$ cat src/rtl/irq_regbank_pkg.sv
package irq_regbank_pkg;

    localparam int          REG_DW      = 32;
    localparam logic [31:0] SRC_IMPL    = 32'h3FFC_3FFF;
    localparam logic [7:0]  OFS_STATUS  = 8'h00;
    localparam logic [7:0]  OFS_ENABLE  = 8'h04;
    localparam logic [7:0]  OFS_DISABLE = 8'h08;
    localparam logic [7:0]  OFS_MASK    = 8'h0C;

    typedef enum logic [2:0] {
        ACC_IDLE,
        ACC_SET_EN,
        ACC_SET_DIS,
        ACC_FORCE,
        ACC_RD_STAT,
        ACC_RD_MASK,
        ACC_RD_ZERO
    } acc_e;

endpackage

$ cat src/rtl/irq_bus_decode.sv
module irq_bus_decode
    import irq_regbank_pkg::*;
#(
    parameter int ADDR_W = 8
) (
    input  logic              bus_wr,
    input  logic              bus_rd,
    input  logic [ADDR_W-1:0] bus_addr,
    output acc_e              acc
);

    localparam logic [ADDR_W-1:0] A_STAT = ADDR_W'(OFS_STATUS);
    localparam logic [ADDR_W-1:0] A_EN   = ADDR_W'(OFS_ENABLE);
    localparam logic [ADDR_W-1:0] A_DIS  = ADDR_W'(OFS_DISABLE);
    localparam logic [ADDR_W-1:0] A_MASK = ADDR_W'(OFS_MASK);

    // The write strobe wins if both strobes are high.
    always_comb begin
        acc = ACC_IDLE;
        if (bus_wr) begin
            if (bus_addr == A_EN)        acc = ACC_SET_EN;
            else if (bus_addr == A_DIS)  acc = ACC_SET_DIS;
            else if (bus_addr == A_MASK) acc = ACC_FORCE;
            else                         acc = ACC_IDLE;
        end else if (bus_rd) begin
            if (bus_addr == A_STAT)      acc = ACC_RD_STAT;
            else if (bus_addr == A_MASK) acc = ACC_RD_MASK;
            else                         acc = ACC_RD_ZERO;
        end
    end

endmodule

$ cat src/rtl/irq_mask_reg.sv
module irq_mask_reg
    import irq_regbank_pkg::*;
#(
    parameter int          DATA_W = REG_DW,
    parameter logic [31:0] IMPL   = SRC_IMPL
) (
    input  logic              clk,
    input  logic              rst_n,
    input  acc_e              acc,
    input  logic [DATA_W-1:0] wdata,
    output logic [DATA_W-1:0] mask_q,
    output logic [DATA_W-1:0] mask_d
);

    localparam logic [DATA_W-1:0] IMPL_W = IMPL[DATA_W-1:0];

    logic [DATA_W-1:0] en_bits;
    logic [DATA_W-1:0] dis_bits;

    always_comb begin
        en_bits  = '0;
        dis_bits = '0;
        unique case (acc)
            ACC_SET_EN:  en_bits  = wdata & IMPL_W;
            ACC_SET_DIS: dis_bits = wdata & IMPL_W;
            default: ;
        endcase
        // Disable is applied after enable, so it takes precedence on a conflict.
        mask_d = (mask_q & ~en_bits) | dis_bits;
    end

    always_ff @(posedge clk or negedge rst_n) begin
        if (!rst_n) mask_q <= IMPL_W;
        else        mask_q <= mask_d;
    end

    AST_EN_CLEARS: assert property (@(posedge clk) disable iff (!rst_n)
        (acc == ACC_SET_EN) |=> ((mask_q & $past(wdata & IMPL_W)) == '0));
    AST_DIS_SETS: assert property (@(posedge clk) disable iff (!rst_n)
        (acc == ACC_SET_DIS) |=> ((mask_q & $past(wdata & IMPL_W)) == $past(wdata & IMPL_W)));
    AST_FORCE_KEEPS_MASK: assert property (@(posedge clk) disable iff (!rst_n)
        (acc == ACC_FORCE) |=> $stable(mask_q));
    AST_MASK_RSVD_ZERO: assert property (@(posedge clk) disable iff (!rst_n)
        ((mask_q & ~IMPL_W) == '0));

endmodule

$ cat src/rtl/irq_status_reg.sv
module irq_status_reg
    import irq_regbank_pkg::*;
#(
    parameter int          DATA_W = REG_DW,
    parameter logic [31:0] IMPL   = SRC_IMPL
) (
    input  logic              clk,
    input  logic              rst_n,
    input  acc_e              acc,
    input  logic [DATA_W-1:0] wdata,
    input  logic [DATA_W-1:0] evt,
    output logic [DATA_W-1:0] status_q,
    output logic [DATA_W-1:0] status_d
);

    localparam logic [DATA_W-1:0] IMPL_W = IMPL[DATA_W-1:0];

    logic [DATA_W-1:0] base;

    always_comb begin
        unique case (acc)
            ACC_FORCE:   base = wdata;
            ACC_RD_STAT: base = '0;
            default:     base = status_q;
        endcase
        // A new event always lands on top of a clear or a forced load.
        status_d = (base | evt) & IMPL_W;
    end

    always_ff @(posedge clk or negedge rst_n) begin
        if (!rst_n) status_q <= '0;
        else        status_q <= status_d;
    end

    AST_EVT_SETS: assert property (@(posedge clk) disable iff (!rst_n)
        ((evt & IMPL_W) != '0) |=> ((status_q & $past(evt & IMPL_W)) == $past(evt & IMPL_W)));
    AST_READ_CLEARS: assert property (@(posedge clk) disable iff (!rst_n)
        (acc == ACC_RD_STAT && evt == '0) |=> (status_q == '0));
    AST_STAT_RSVD_ZERO: assert property (@(posedge clk) disable iff (!rst_n)
        ((status_q & ~IMPL_W) == '0));

endmodule

$ cat src/rtl/irq_regbank.sv
module irq_regbank
    import irq_regbank_pkg::*;
#(
    parameter int          ADDR_W = 8,
    parameter int          DATA_W = REG_DW,
    parameter logic [31:0] IMPL   = SRC_IMPL
) (
    input  logic              clk,
    input  logic              rst_n,
    input  logic [ADDR_W-1:0] bus_addr,
    input  logic              bus_wr,
    input  logic [DATA_W-1:0] bus_wdata,
    input  logic              bus_rd,
    output logic [DATA_W-1:0] bus_rdata,
    input  logic [DATA_W-1:0] evt_pulse,
    output logic              irq
);

    acc_e              acc;
    logic [DATA_W-1:0] mask_q;
    logic [DATA_W-1:0] mask_d;
    logic [DATA_W-1:0] status_q;
    logic [DATA_W-1:0] status_d;
    logic [DATA_W-1:0] rdata_q;
    logic              irq_q;

    irq_bus_decode #(.ADDR_W(ADDR_W)) u_decode (
        .bus_wr   (bus_wr),
        .bus_rd   (bus_rd),
        .bus_addr (bus_addr),
        .acc      (acc)
    );

    irq_mask_reg #(.DATA_W(DATA_W), .IMPL(IMPL)) u_mask (
        .clk    (clk),
        .rst_n  (rst_n),
        .acc    (acc),
        .wdata  (bus_wdata),
        .mask_q (mask_q),
        .mask_d (mask_d)
    );

    irq_status_reg #(.DATA_W(DATA_W), .IMPL(IMPL)) u_status (
        .clk      (clk),
        .rst_n    (rst_n),
        .acc      (acc),
        .wdata    (bus_wdata),
        .evt      (evt_pulse),
        .status_q (status_q),
        .status_d (status_d)
    );

    // The interrupt is registered from next-state values, so it moves with the registers.
    always_ff @(posedge clk or negedge rst_n) begin
        if (!rst_n) irq_q <= 1'b0;
        else        irq_q <= |(status_d & ~mask_d);
    end

    always_ff @(posedge clk or negedge rst_n) begin
        if (!rst_n) begin
            rdata_q <= '0;
        end else begin
            unique case (acc)
                ACC_RD_STAT: rdata_q <= status_q;
                ACC_RD_MASK: rdata_q <= mask_q;
                ACC_RD_ZERO: rdata_q <= '0;
                default:     rdata_q <= rdata_q;
            endcase
        end
    end

    assign bus_rdata = rdata_q;
    assign irq       = irq_q;

    AST_IRQ_TRACKS: assert property (@(posedge clk) disable iff (!rst_n)
        (irq_q == |(status_q & ~mask_q)));
    AST_RDATA_RSVD_ZERO: assert property (@(posedge clk) disable iff (!rst_n)
        ((rdata_q & ~IMPL[DATA_W-1:0]) == '0));
    AST_MASK_READ_BACK: assert property (@(posedge clk) disable iff (!rst_n)
        (acc == ACC_RD_MASK) |=> (rdata_q == $past(mask_q)));

endmodule

$ cat config.mk
export PLATFORM = sky130hd
export DESIGN_NAME = irq_regbank
export DESIGN_NICKNAME = d
export VERILOG_FILES = /design/src/rtl/irq_regbank_pkg.sv /design/src/rtl/irq_bus_decode.sv /design/src/rtl/irq_mask_reg.sv /design/src/rtl/irq_status_reg.sv /design/src/rtl/irq_regbank.sv
export SDC_FILE = /design/constraint.sdc
export NUM_CORES = 1
export LEC_CHECK = 0
export CAP_MARGIN = 20
export CORE_ASPECT_RATIO = 1.1
export CORE_UTILIZATION = 59
export CTS_BUF_LIST = sky130_fd_sc_hd__clkbuf_4
export DETAILED_ROUTE_END_ITERATION = 10
export DONT_BUFFER_PORTS = 1
export HOLD_SLACK_MARGIN = 0.08
export PLACE_DENSITY = 0.78
export SYNTH_ARGS = -nofsm -noshare
export SYNTH_HDL_FRONTEND = slang
export SYNTH_SLANG_ARGS = --single-unit
$ cat constraint.sdc
create_clock -name clk -period 2 [get_ports clk]
set_clock_uncertainty 0.2 [all_clocks]
set_input_delay 0.1 -clock clk [delete_from_list [all_inputs] [get_ports clk]]
set_output_delay 0.1 -clock clk [all_outputs]
set_load 0.05 [all_outputs]
==> results.ini, run 1 <==
[cts]
root_buffer = clkbuf_4
post-cts-setup-buffers = 0
ctsHoldBuffers = 101
cts_resized = 0
clock_sinks = 79
cts_buffers = 9
htreeDepth = 3
cts_buffer_depth = 2

[synthesis]
synth_area_leader_cell = dfrtp_1
ys_warn_count = 0
synth_edf_count = 0
synthArstFlopShare_pct = 100
synth.avg_cell_area_um2 = 11.2
synth_area_um2 = 3660
seq_area_frac_synth_pct = 55.0
synth_commonest_cells = dfrtp_1, inv_1, a222oi_1
yosysTopAreaCellShare_pct = 36.3
ys_ff_latch = 79
synth_top_flop_cell = dfrtp_1
synth_cells = 325
synth_area_leaders = dfrtp_1, dfstp_2, a222oi_1, inv_1, a221o_1
ys_types = 47

[placement]
dpl.hpwl_um = 6830
dpl.cell_count = 428
place_area_um2 = 4100
port_buffers = 0
gp_congestion = 0.857

[die]
num_rows = 29
initial_core_util_pct = 62.2
die_h_um = 84.6
die_w_um = 77.1
ioPinCount = 109

[status]
status = stopped before the end
lastStage = 4_1_cts
tool.error = [ERROR RSZ-0060] Max buffer count reached.

[through the flow]
step,utilization (%),worst slack (ns),hold slack [ns]
2_1_floorplan,-,-0.382,-0.396
3_3_place_gp,69.8,-0.540,-0.394
3_5_place_dp,69.8,-0.637,-0.394
[kinds of logic after synthesis]
group / share of synthesized area, %
AO/OA/AOI/OAI: 25.1
flip-flops: 55.0
buffers and inverters: 9.65
other: 0.103
AND/OR/NAND/NOR: 10.2
==> run 2: changes to the inputs <==
--- a/config.mk
+++ b/config.mk
@@ -6,13 +6,10 @@
 export NUM_CORES = 1
 export LEC_CHECK = 0
 export CAP_MARGIN = 20
-export CORE_ASPECT_RATIO = 1.1
-export CORE_UTILIZATION = 59
-export CTS_BUF_LIST = sky130_fd_sc_hd__clkbuf_4
+export CORE_UTILIZATION = 40
 export DETAILED_ROUTE_END_ITERATION = 10
 export DONT_BUFFER_PORTS = 1
-export HOLD_SLACK_MARGIN = 0.08
-export PLACE_DENSITY = 0.78
+export PLACE_DENSITY_LB_ADDON = 0.15
 export SYNTH_ARGS = -nofsm -noshare
 export SYNTH_HDL_FRONTEND = slang
 export SYNTH_SLANG_ARGS = --single-unit
==> constraint.sdc (replaced) <==
create_clock -name clk -period 2.6 [get_ports clk]
set_clock_uncertainty 0.2 [all_clocks]
set_input_delay 0.13 -clock clk [delete_from_list [all_inputs] [get_ports clk]]
set_output_delay 0.13 -clock clk [all_outputs]
set_load 0.05 [all_outputs]
==> run 2 against run 1 <==
Effect of this change:
- the flow now finishes, with violations (DRC)
- synthesized cell count stayed put
- synthesized area stayed put
==> results.ini, run 2 <==
[status]
status = finished with violations
failed_checks = DRC

[die]
coreArea_um2 = 8810
die_h_um = 97.6  ; +15%
initial_core_util_pct = 41.5  ; -21 points
die-area_um2 = 9530
die_w_um = 97.6  ; +27%
ioPinCount = 109  ; unchanged
num_rows = 34  ; +17%

[synthesis]
synthArstFlopShare_pct = 100  ; unchanged
synth_top_flop_cell = dfrtp_1
ys_warn_count = 0  ; unchanged
yosysTopAreaCellShare_pct = 36.3  ; unchanged
synth_compound_area_share_pct = 25.1  ; unchanged
synth_commonest_cells = dfrtp_1, inv_1, a222oi_1
synth_xor_area_share_pct = 0  ; unchanged
synth_area_leaders = dfrtp_1, dfstp_2, a222oi_1, inv_1, a221o_1
synth_area_leader_cell = dfrtp_1
synthMuxAreaShare_pct = 0  ; unchanged
synth-adder-area-share_pct = 0  ; unchanged
synth-simple-area-share_pct = 10.2  ; unchanged
ys_ff_latch = 79  ; unchanged
seq_area_frac_synth_pct = 55.0  ; unchanged
synth_cells = 325  ; unchanged
synth.avg_cell_area_um2 = 11.2  ; unchanged
synth_top_family_by_area = compound AO/OA/AOI/OAI gates
ys_types = 47  ; unchanged
synth_area_um2 = 3660  ; unchanged
synth_edf_count = 0  ; unchanged

[hold_path]
min_path_type = input pin to flop
min_to = irq$_DFF_PN0_
min-delay-start = evt_pulse[26]
whs_path_depth = 4

[cells_and_area]
layout_commonest_cell = dlygate4sd3_1
antenna_cells = 0
multi_input_area_um2 = 1340
fillers = 728
final_cells = 533
final_nets = 496
drive_above_1_share_pct = 18.1
seq_area_um2 = 2010
syn2layout_area_growth_pct = 36.7
layout_common_cells = dlygate4sd3_1, inv_1, dfrtp_1

[critical_path]
end_kind = flop
worstPathRequired_ns = 2.61
timing.rr.start = u_mask.mask_q[27]$_DFF_PN1_
cpPeakStageDelay_ns = 0.57
cp.arrival_ns = 2.54
r2r-end = irq$_DFF_PN0_
rr_worst_depth = 6
r2r_setup_slack_ns = 0.07
crit_fanout = 3
crit_type = flop to flop
crit_path_start_kind = flop
slowest_stage = dlygate4sd3_1
cp_cell_sequence = a41oi_1 -> dlygate4sd3_1 -> a21oi_1 -> o22ai_1 -> a211o_1 -> or4_1

[route]
wl_um = 11300
ant_nets = 0
vias_per_cell = 6.06
vias = 3231
wl_per_cell_um = 21.3
drtIter0Drc = 240
dr.pass1.iters = 9
drc = 10

[global_routing]
grt_pass1_vias = 3413
grt_overflow = 0
antenna_found_initial = 0
grt_pass1_wl_um = 18200
grt_util_all_layers_pct = 24.6
grt_start_max_net_pins = 80

[placement]
dpl.hpwl_um = 6880  ; +0.70%
port_buffers = 0  ; unchanged
gp_congestion = 0.782  ; -8.7%
dpl.cell_count = 433  ; +1.2%

[cts]
tritoncts = done
clock_sinks = 79  ; unchanged
clk_pin_slew_ns = 0.07
htreeDepth = 3  ; unchanged
cts_buffer_depth = 2  ; unchanged
root_buffer = clkbuf_8
cts_buffers = 9  ; unchanged
clock_latency_ns = 0.34

[sta]
fmax_ghz = 0.396
setup-violations-final = 0
hold_viol = 0
period_minus_slack_ns = 2.53
tightest_slew_ns = 0.753
post-route-period-util_pct = 97.2
drv_slew = 0
grt_setup_unrepaired = false
slew_headroom_pct = 49.7

[power_and_ir_drop]
power.total_mw = 2.61
p_per_area_nw_per_um2 = 522
p_leak_nw = 2.14
vdd_ir_drop_max_mv = 0.302

[flow_run]
max_cap_viol_count = 0

==> run 2: cell counts after synthesis <==
Identical to the previous run, type by type.
==> run 2: area by class of cell <==
class                   count  area share, %
clock inverters             5           2.08
clock buffers              11           2.83
repair buffers            109           21.2
inverters                  54           4.06
well taps                 108           2.70
flip-flops and latches     79           40.2
multi-input cells         167           26.9
==> run 2: how the worst max path moves through the flow <==
stage / endpoint / from / slack, ns / depth (start not counted)
detailed placement: irq$_DFF_PN0_ / bus_addr[7] / -0.11 / 6
finish: irq$_DFF_PN0_ / u_mask.mask_q[27]$_DFF_PN1_ / 0.07 / 6
global placement: irq$_DFF_PN0_ / bus_addr[7] / -0.09 / 6
global route: irq$_DFF_PN0_ / u_mask.mask_q[27]$_DFF_PN1_ / 0.005 / 6
floorplan: irq$_DFF_PN0_ / bus_addr[7] / 0.15 / 7
CTS: irq$_DFF_PN0_ / bus_addr[7] / 0.07 / 8
==> run 2: power breakdown <==
group	internal [mW]	leakage (nW)	total, mW	switching, mW
sequential	1.26	0.868	1.27	0.0172
combinational	0.0931	1.15	0.208	0.115
clock	0.667	0.124	1.13	0.458
total	2.02	2.14	2.61	0.591
==> run 2: what timing repair did <==
action | 4_1_cts | 5_1_grt
setup buffers | 0 | 1
resized for setup | 0 | 2
hold buffers | 83 | 0
setup endpoints to repair | 0 | 1
endpoints found under the hold margin | 133 | 0
==> run 2: metal layers <==
metal	GRT usage (%)	vias to the layer above	share of wire, %
met2	42.9	126	51
li1	-	1447	-
met5	0	-	0
met4	9.09	0	1.5
met1	29.3	1644	40
met3	5.97	14	7.1
==> run 2: metrics by stage <==
step           hold slack [ns]  cell area, µm²  TNS [ns]  utilization (%)  setup WS [ns]
2_1_floorplan           -0.366            3670         0                -          0.147
3_3_place_gp            -0.363            3880   -0.0877             44.1        -0.0877
3_5_place_dp            -0.363            3880    -0.114             44.1         -0.114
4_1_cts                0.00432            4980         0             56.5         0.0717
5_1_grt                0.00978            5000         0             56.7        0.00470
6_report                0.0206            5000         0             56.7         0.0723
==> run 2: cell families (layout without fill, tap and decap cells) <==
kind of cell           after synthesis  in the layout
AO/OA/AOI/OAI                      105            105
buffers and inverters               84            179
flip-flops                          79             79
other                                1              6
AND/OR/NAND/NOR                     56             56
==> run 2: worst max-delay path, delay by kind of cell (launching register included) <==
kind | cells | cell delay (ns)
AND/OR/NAND/NOR | 1 | 0.46
buffers and inverters | 1 | 0.57
AO/OA/AOI/OAI | 4 | 0.63
flip-flops | 1 | 0.55
Note: power is estimated with default switching activity, not from simulation.
